**config.mk**
```make
export PLATFORM = sky130hd
export DESIGN_NAME = core_cycle_timer
export DESIGN_NICKNAME = d
export VERILOG_FILES = /design/src/rtl/core_cycle_pkg.sv /design/src/rtl/cycle_unit_ctr.sv /design/src/rtl/cycle_window.sv /design/src/rtl/core_cycle_timer.sv
export SDC_FILE = /design/constraint.sdc
export NUM_CORES = 1
export LEC_CHECK = 0
export BUFFER_PORTS_ARGS = -buffer_cell sky130_fd_sc_hd__buf_2
export CORE_MARGIN = 2
export CORE_UTILIZATION = 46
export DETAILED_ROUTE_END_ITERATION = 10
export PLACE_DENSITY = 0.82
export SLEW_MARGIN = 20
export SYNTH_ARGS = -nofsm -noshare
export SYNTH_HDL_FRONTEND = slang
export SYNTH_SLANG_ARGS = --single-unit
export TNS_END_PERCENT = 10
```
**constraint.sdc**
```tcl
create_clock -name clk_i -period 2.54 [get_ports clk_i]
set_input_delay 0.635 -clock clk_i [delete_from_list [all_inputs] [get_ports clk_i]]
set_output_delay 0.635 -clock clk_i [all_outputs]
set_load 0.05 [all_outputs]
```
**src/rtl/core_cycle_pkg.sv**
```systemverilog
package core_cycle_pkg;
  localparam int NWIN = 10;
  // window order: clr, rd_a, rd_x, rd_y, sel_x, sel_y, strobe, inh_lo, inh_hi, sel_wr
  localparam int WIN_LO [NWIN] = '{0, 0, 8, 15, 7, 15, 14, 68, 68, 70};
  // HI >= cycle length means the window runs to the end of the cycle
  localparam int WIN_HI [NWIN] = '{15, 36, 75, 75, 35, 35, 30, 105, 105, 120};
endpackage

```
**src/rtl/cycle_unit_ctr.sv**
```systemverilog
module cycle_unit_ctr #(
  parameter int UNITS = 120,
  parameter int UW    = 7
) (
  input  logic          clk_i,
  input  logic          rst_ni,
  input  logic          tick_i,
  input  logic          start_i,
  output logic          busy_o,
  output logic          done_o,
  output logic [UW-1:0] unit_o
);
  localparam logic [UW-1:0] LAST = UW'(UNITS - 1);

  logic          busy_q, done_q;
  logic [UW-1:0] unit_q;

  always_ff @(posedge clk_i or negedge rst_ni) begin
    if (!rst_ni) begin
      busy_q <= 1'b0;
      done_q <= 1'b0;
      unit_q <= '0;
    end else begin
      done_q <= 1'b0;
      if (tick_i) begin
        if (!busy_q) begin
          busy_q <= start_i;
          unit_q <= '0;
        end else if (unit_q == LAST) begin
          done_q <= 1'b1;
          busy_q <= start_i;
          unit_q <= '0;
        end else begin
          unit_q <= unit_q + 1'b1;
        end
      end
    end
  end

  assign busy_o = busy_q;
  assign done_o = done_q;
  assign unit_o = unit_q;


  unit_hold_chk: assert property (@(posedge clk_i) disable iff (!rst_ni)
    (busy_q && !tick_i) |=> $stable(unit_q));

  no_start_chk: assert property (@(posedge clk_i) disable iff (!rst_ni)
    (!busy_q && !(start_i && tick_i)) |=> !busy_q);

  done_pulse_chk: assert property (@(posedge clk_i) disable iff (!rst_ni)
    (busy_q && tick_i && unit_q == LAST) |=> (done_q && unit_q == '0));

  back_to_back_chk: assert property (@(posedge clk_i) disable iff (!rst_ni)
    (busy_q && tick_i && unit_q == LAST && start_i) |=> busy_q);

  done_single_chk: assert property (@(posedge clk_i) disable iff (!rst_ni)
    done_q |=> !done_q);
endmodule

```
**src/rtl/cycle_window.sv**
```systemverilog
module cycle_window #(
  parameter int LO    = 0,
  parameter int HI    = 1,
  parameter int UNITS = 120,
  parameter int UW    = 7
) (
  input  logic [UW-1:0] unit_i,
  input  logic          en_i,
  output logic          act_o
);
  generate
    if (HI >= UNITS) begin : g_to_end
      if (LO == 0) begin : g_all
        assign act_o = en_i;
      end else begin : g_ge
        assign act_o = en_i && (unit_i >= UW'(LO));
      end
    end else if (HI > LO) begin : g_span
      if (LO == 0) begin : g_lt
        assign act_o = en_i && (unit_i < UW'(HI));
      end else begin : g_both
        assign act_o = en_i && (unit_i >= UW'(LO)) && (unit_i < UW'(HI));
      end
    end else begin : g_wrap
      assign act_o = en_i && ((unit_i >= UW'(LO)) || (unit_i < UW'(HI)));
    end
  endgenerate
endmodule

```
**src/rtl/core_cycle_timer.sv**
```systemverilog
module core_cycle_timer
  import core_cycle_pkg::*;
#(
  parameter  int UNITS     = 120,
  parameter  int PHASE_LEN = 15,
  localparam int UW        = $clog2(UNITS),
  localparam int PW        = $clog2(UNITS / PHASE_LEN)
) (
  input  logic          clk_i,
  input  logic          rst_ni,
  input  logic          tick_i,
  input  logic          start_i,
  output logic          busy_o,
  output logic          done_o,
  output logic [UW-1:0] unit_o,
  output logic [PW-1:0] phase_o,
  output logic          reg_clr_o,
  output logic          rd_gate_a_o,
  output logic          rd_gate_x_o,
  output logic          rd_gate_y_o,
  output logic          sel_rd_x_o,
  output logic          sel_rd_y_o,
  output logic          sense_stb_o,
  output logic [1:0]    inhibit_o,
  output logic          sel_wr_o
);
  logic [UW-1:0]   unit;
  logic            busy;
  logic [NWIN-1:0] win;

  cycle_unit_ctr #(.UNITS(UNITS), .UW(UW)) u_ctr (
    .clk_i   (clk_i),
    .rst_ni  (rst_ni),
    .tick_i  (tick_i),
    .start_i (start_i),
    .busy_o  (busy),
    .done_o  (done_o),
    .unit_o  (unit)
  );

  for (genvar i = 0; i < NWIN; i++) begin : g_win
    cycle_window #(.LO(WIN_LO[i]), .HI(WIN_HI[i]), .UNITS(UNITS), .UW(UW)) u_win (
      .unit_i (unit),
      .en_i   (busy),
      .act_o  (win[i])
    );
  end

  assign busy_o      = busy;
  assign unit_o      = unit;
  assign phase_o     = PW'(unit / UW'(PHASE_LEN));
  assign reg_clr_o   = win[0];
  assign rd_gate_a_o = win[1];
  assign rd_gate_x_o = win[2];
  assign rd_gate_y_o = win[3];
  assign sel_rd_x_o  = win[4];
  assign sel_rd_y_o  = win[5];
  assign sense_stb_o = win[6];
  assign inhibit_o   = {win[8], win[7]};
  assign sel_wr_o    = win[9];


  phase_step_chk: assert property (@(posedge clk_i) disable iff (!rst_ni)
    !$stable(phase_o) |-> ((unit % UW'(PHASE_LEN)) == '0));

  strobe_in_read_chk: assert property (@(posedge clk_i) disable iff (!rst_ni)
    sense_stb_o |-> (sel_rd_x_o && rd_gate_a_o && !sel_wr_o));

  rd_wr_excl_chk: assert property (@(posedge clk_i) disable iff (!rst_ni)
    sel_wr_o |-> !(sel_rd_x_o || sel_rd_y_o || reg_clr_o));

  idle_quiet_chk: assert property (@(posedge clk_i) disable iff (!rst_ni)
    !busy |-> (win == '0));

  inh_halves_chk: assert property (@(posedge clk_i) disable iff (!rst_ni)
    inhibit_o[0] == inhibit_o[1]);
endmodule

```
# After elaboration in Yosys (flattened, before gate mapping)
# Index checks and enable logic that the tools add are counted.
# word_totals
inputBits	4
reg_bits	9
elab_cells	39
# classes
reduce_logical	14
div_mod_pow	1
muxes	7
n_lt_le_gt_ge	12
eq_ne	1
add_sub_neg	1
# ops
operator	count
$ge A7 B4 Y1 const B	3
$ge A7 B7 Y1 const B	2
$logic_and A1 B1 Y1	14
$lt A7 B6 Y1 const B	2
$lt A7 B7 Y1 const B	2
$mux W7	2
$add A7 B1 Y7 const B	1
$div A7 B4 Y7 const B	1
$eq A7 B7 Y1 const B	1
$ge A7 B3 Y1 const B	1
$lt A7 B4 Y1 const B	1
$lt A7 B5 Y1 const B	1
$mux W1	5

# Depth between registers and ports, before layout
# logic_depth
ltp_word	4
ltp_mapped	10
depth_no_buf	8

# By module
# Synthesis repeated with hierarchy kept, for this count alone.
# hier_totals
cells_unflattened	125
hier_area_um2	1082.3
# by_module_without_submodules
mod	cells_each	instances	area_per_inst_um2
cycle_unit_ctr	46	1	454.2
core_cycle_timer	38	1	282.8
cycle_window at g_win[7].u_win ...	4	2	35.0
cycle_window at g_win[5].u_win	7	1	50.0
cycle_window at g_win[4].u_win	5	1	48.8
cycle_window at g_win[6].u_win	4	1	41.3
cycle_window at g_win[3].u_win	5	1	40.0
cycle_window at g_win[2].u_win	5	1	32.5
cycle_window at g_win[9].u_win	3	1	22.5
cycle_window at g_win[1].u_win	2	1	21.3
cycle_window at g_win[0].u_win	2	1	18.8

# Worst setup path after synthesis
# No wires, ideal clock.
# synth_timing
path_kind	register to output
from	reg u_ctr.unit_q[3] (netlist: u_ctr.unit_o[3])
to	out phase_o[0]
t_arrival_ns	2.932
stages_incl_launch_ff	11
t_required_ns	1.905
setup_slack_ns	-1.027
path_buffers	2
cell_sequence	dfrtp_1 > buf_2 > buf_2 > nand3_1 > nor2_1 > nand3b_1 > o21ai_0 > ha_1 > o21ai_0 > a41oi_1 > o21ai_0
# synth_via
elab_chain_cells	1
# synth_rtl
element	line	rtl
start, declared	cycle_unit_ctr.sv:16	logic [UW-1:0] unit_q;
start signal, assigned	cycle_unit_ctr.sv:34	unit_q <= unit_q + 1'b1;
$div A7 B4 Y7	core_cycle_timer.sv:51	assign phase_o = PW'(unit / UW'(PHASE_LEN));
end, declared	core_cycle_timer.sv:16	output logic [PW-1:0] phase_o,
# No other way between the ends.

# Final worst setup path
# layout_timing
from	reg u_ctr.unit_q[0] (netlist: u_ctr.unit_o[0])
to	out sel_rd_y_o
# layout_via
elab_chain_cells	3
word_cells_on_any_way	4
classes_between	order compare (2); reduce/logical (2)
# layout_rtl
element	line	rtl
$ge A7 B4 Y1	cycle_window.sv:22	assign act_o = en_i && (unit_i >= UW'(LO)) && (unit_i < UW'(HI));
$logic_and A1 B1 Y1	cycle_window.sv:22	
$logic_and A1 B1 Y1 *	cycle_window.sv:22	
end, declared	core_cycle_timer.sv:22	output logic sel_rd_y_o,
# Mark *: on every way between the ends. The rest lies on a longest branch, timed or not.

==> flow_summary.yaml <==
critical_path:
  worst_setup_path_startpoint: "u_ctr.unit_o[0]$_DFFE_PN0P_"
  ff2ff_path_depth: 5
  critPathArrivalTime_ns: 1.97
  cells_along_the_critical_path: "buf_4, ha_1, o211a_1, nor4_1, nor2_1, buf_2"
  crit_fanout: 7
  crit_cells: 6
  worstSetupStartpointType: "flip-flop"
  critical_path.reg2reg.startpoint: "u_ctr.unit_o[0]$_DFFE_PN0P_"
  critical_path_class: "flip-flop to primary output"
  worstPathRequired_ns: 1.90
  crit_path_top_delay_cell: "dfrtp_2"
  cp_slowest_stage_delay_ns: 0.40
  cp.buffers_inverters: 2
  critical_path.endpoint: "sel_rd_y_o"
  setup.reg_to_reg.worst_slack_ns: 0.96
  worst_path_dominant_cell_family: "flip-flops"
  cp-end-kind: "primary output"
  worstReg2RegEnd: "u_ctr.unit_o[4]$_DFFE_PN0P_"
synthesis:
  yosysWarningCount: 0
  netlist_area_before_placement_um2: 918.4
  synth_xor_xnor_area_share: 0.04768
  muxShareOfSynthArea: 0
  dominant_combinational_cell_family_by_area_after_synthesis: "simple AND/OR/NAND/NOR gates"
  synth_ff_type: "dfrtp_1"
  number_of_flops_mapped_to_enable_cells_by_yosys: 0
  synthesis.instances: 125
  synth_adder_area_share: 0.05450
  syn_nets: 133
  post_synth.cell_area_avg_um2: 7.347
  ys_async_sr_fraction: 1.000
  synth_compound_area_frac: 0.2371
  seq_area_frac_synth: 0.2452
  yosys.area_share.simple: 0.2997
  synth.distinct_cells: 38
  ys_ff_latch: 9
sta:
  final_number_of_max_transition_violations: 0
  final-setup-viol-count: 3
  layout_min_cycle_time_ns: 2.600
  skew_ns: 0.003955
  rsz0062_at_grt: "true"
  hold_violations: 0
  final.setup.worst_slack_ns: -0.06020
  timing.fmax_mhz: 384.6
  setup_tns_ns: -0.1278
  slew_headroom: 0.6728
  worst_slew_pin_slew_ns: 0.4864
  fin_crit_sh: 1.024
die:
  floorplan.die.width_um: 48.68
  design.die.area_um2: 2370
  floorplan.initialDensity: 0.4779
  die-height_um: 48.68
  floorplan.io_pins: 26
  floorplan.core_area_um2: 1922
  num_rows: 16
placement:
  detailed_place_hpwl_um: 1669
  placement.io_buffers: 25
  place_congestion: 0.8415
  worst_slack_at_placement_ns: 0.02981
  detailed_place.area_um2: 1091
pwr:
  finalPower_mw: 1.656
  leakage_nw: 0.5508
  power.density_nw_per_um2: 1393
  max-vdd-ir-drop_mv: 1.205
routing:
  vias: 972
  route.final.wire_length_um: 2382
  drc: 0
  detailedRoute.firstPassIterationCount: 4
  antenna_violating_nets_left: 0
  wl_per_cell_um: 13.53
  drt-initial-drc-count: 18
  via_cell_ratio: 5.523
status:
  failed_checks: "negative setup slack"
  result_of_the_run: "finished with violations"
min_path:
  class_of_the_most_critical_hold_timing_path: "primary input to asynchronous set/reset pin"
cts:
  cts.path.max_buffers: 2
  cts_htree_levels: 1
  clock_sinks: 9
  cts_tree: "built"
  cts_root_buf: "clkbuf_4"
  number_of_buffers_created_by_cts: 3
  clkTransAtPathRegs_ns: 0.06
  postCtsSetupBuffers: 0
  insertion_delay_ns: 0.25
finish:
  final_cell_area_um2: 1189
  n_antenna_cell: 0
  final_common_cell: "buf_2"
  finalNetCount: 158
  areaGrowthSynthToFinish_pct: 29.43
  final_layout_size_suffix_gt1_frac: 0.3826
  layout.cells.most_common_list: "buf_2, nor2_1, nand2_1, o21ai_0, buf_4"
flow_run:
  drv.max_cap_violation_count: 0
global_route:
  globalRoute.totalOverflow: 0
  grtUsageTotal: 0.2156
  grt_start_max_net_pins: 24
  grt_pass1_wl_um: 4050
  antenna_found_initial: 0
  first_global_vias: 926
-- Yosys cell counts, types with 2 or more instances --
cell      count  area [um^2]
nor3_1        3        15.01
inv_1         3        11.26
nand2_1      10        37.54
o31ai_1       3        22.52
o21a_1        3        22.52
nor2b_1       2        12.51
and2_1        2        12.51
or3_1         3        18.77
nor4_1        3        18.77
buf_4         5        37.54
nand2b_1      3        18.77
buf_2         7        35.03
clkbuf_1      2        7.510
nor2_1       15        56.30
dfrtp_1       9        225.2
nand4_1       2        12.51
o21ai_0      13        65.06
nor3b_1       2        15.01
nand3_1       5        25.02
xor2_1        4        35.03
ha_1          4        50.05
a31oi_1       2        12.51
a21oi_1       5        25.02
-- sequential cells by signal, summed over array words and instances, names as in the netlist --
register      cells
u_ctr.done_o      1
u_ctr.busy_o      1
u_ctr.unit_o      7
-- cell type report --
type | count | area, um^2
Clock buffer | 4 | 26.28
Fill cell | 190 | 733.2
Inverter | 3 | 11.26
Multi-Input combinational cell | 97 | 645.6
Sequential cell | 9 | 232.7
Tap cell | 27 | 33.78
Timing Repair Buffer | 36 | 239.0
-- kinds of logic (layout without fill, tap and decap cells) --
family                     after synthesis  count (layout)
buffers and inverters                   19              43
and+or+nand+nor                         54              54
adders and majority gates                4               4
AOI/OAI and AO/OA                       34              34
DFF                                      9               9
xor gates and xnor gates                 5               5
-- worst min path at each step --
stage	startpoint	end	slack, ns	cells after the start
floorplan	rst_ni	u_ctr.busy_o$_DFFE_PN0P_	0.34	0
global placement	rst_ni	u_ctr.done_o$_DFF_PN0_	0.48	1
detailed placement	rst_ni	u_ctr.done_o$_DFF_PN0_	0.49	1
CTS	rst_ni	u_ctr.done_o$_DFF_PN0_	0.22	1
global route	rst_ni	u_ctr.busy_o$_DFFE_PN0P_	0.23	1
finish	rst_ni	u_ctr.busy_o$_DFFE_PN0P_	0.22	1
-- power breakdown --
part / total [mW] / switching, mW / leakage [nW] / internal (mW)
sequential: 0.237 / 0.0482 / 0.105 / 0.188
clock: 0.104 / 0.0438 / 0.0150 / 0.0601
combinational: 1.32 / 0.907 / 0.431 / 0.409
-- worst reg2reg max path, stage by stage (launching register included) --
cell	delay, ns
dfrtp_2	0.35
buf_4	0.15
ha_1	0.29
nand4_1	0.23
a21oi_1	0.34
nor2_1	0.09
-- what timing repair did --
action / in CTS / in global routing
hold buffers: 0 / 0
gates resized for setup: 7 / 13
setup endpoints to repair: 3 / 8
-- metrics by stage --
stage / cells / hold slack [ns] / utilization
after global routing: 176 / 0.2296 / 0.6185
after CTS: 176 / 0.2204 / 0.5918
after floorplan: 125 / 0.3394 / -
after detailed placement: 172 / 0.4907 / 0.5677
after global placement: 172 / 0.4820 / 0.5677
final: 176 / 0.2210 / 0.6185
-- layer usage --
| layer | global-route usage | vias to the layer above | share of wire |
|---|---|---|---|
| met3 | 0.03086 | 4 | 0.047 |
| met1 | 0.2637 | 453 | 0.43 |
| met2 | 0.3858 | 31 | 0.51 |
| li1 | - | 484 | - |
| met4 | 0.07143 | 0 | 0.016 |
| met5 | 0 | - | 0 |
Power figures use the tool's default switching activity.
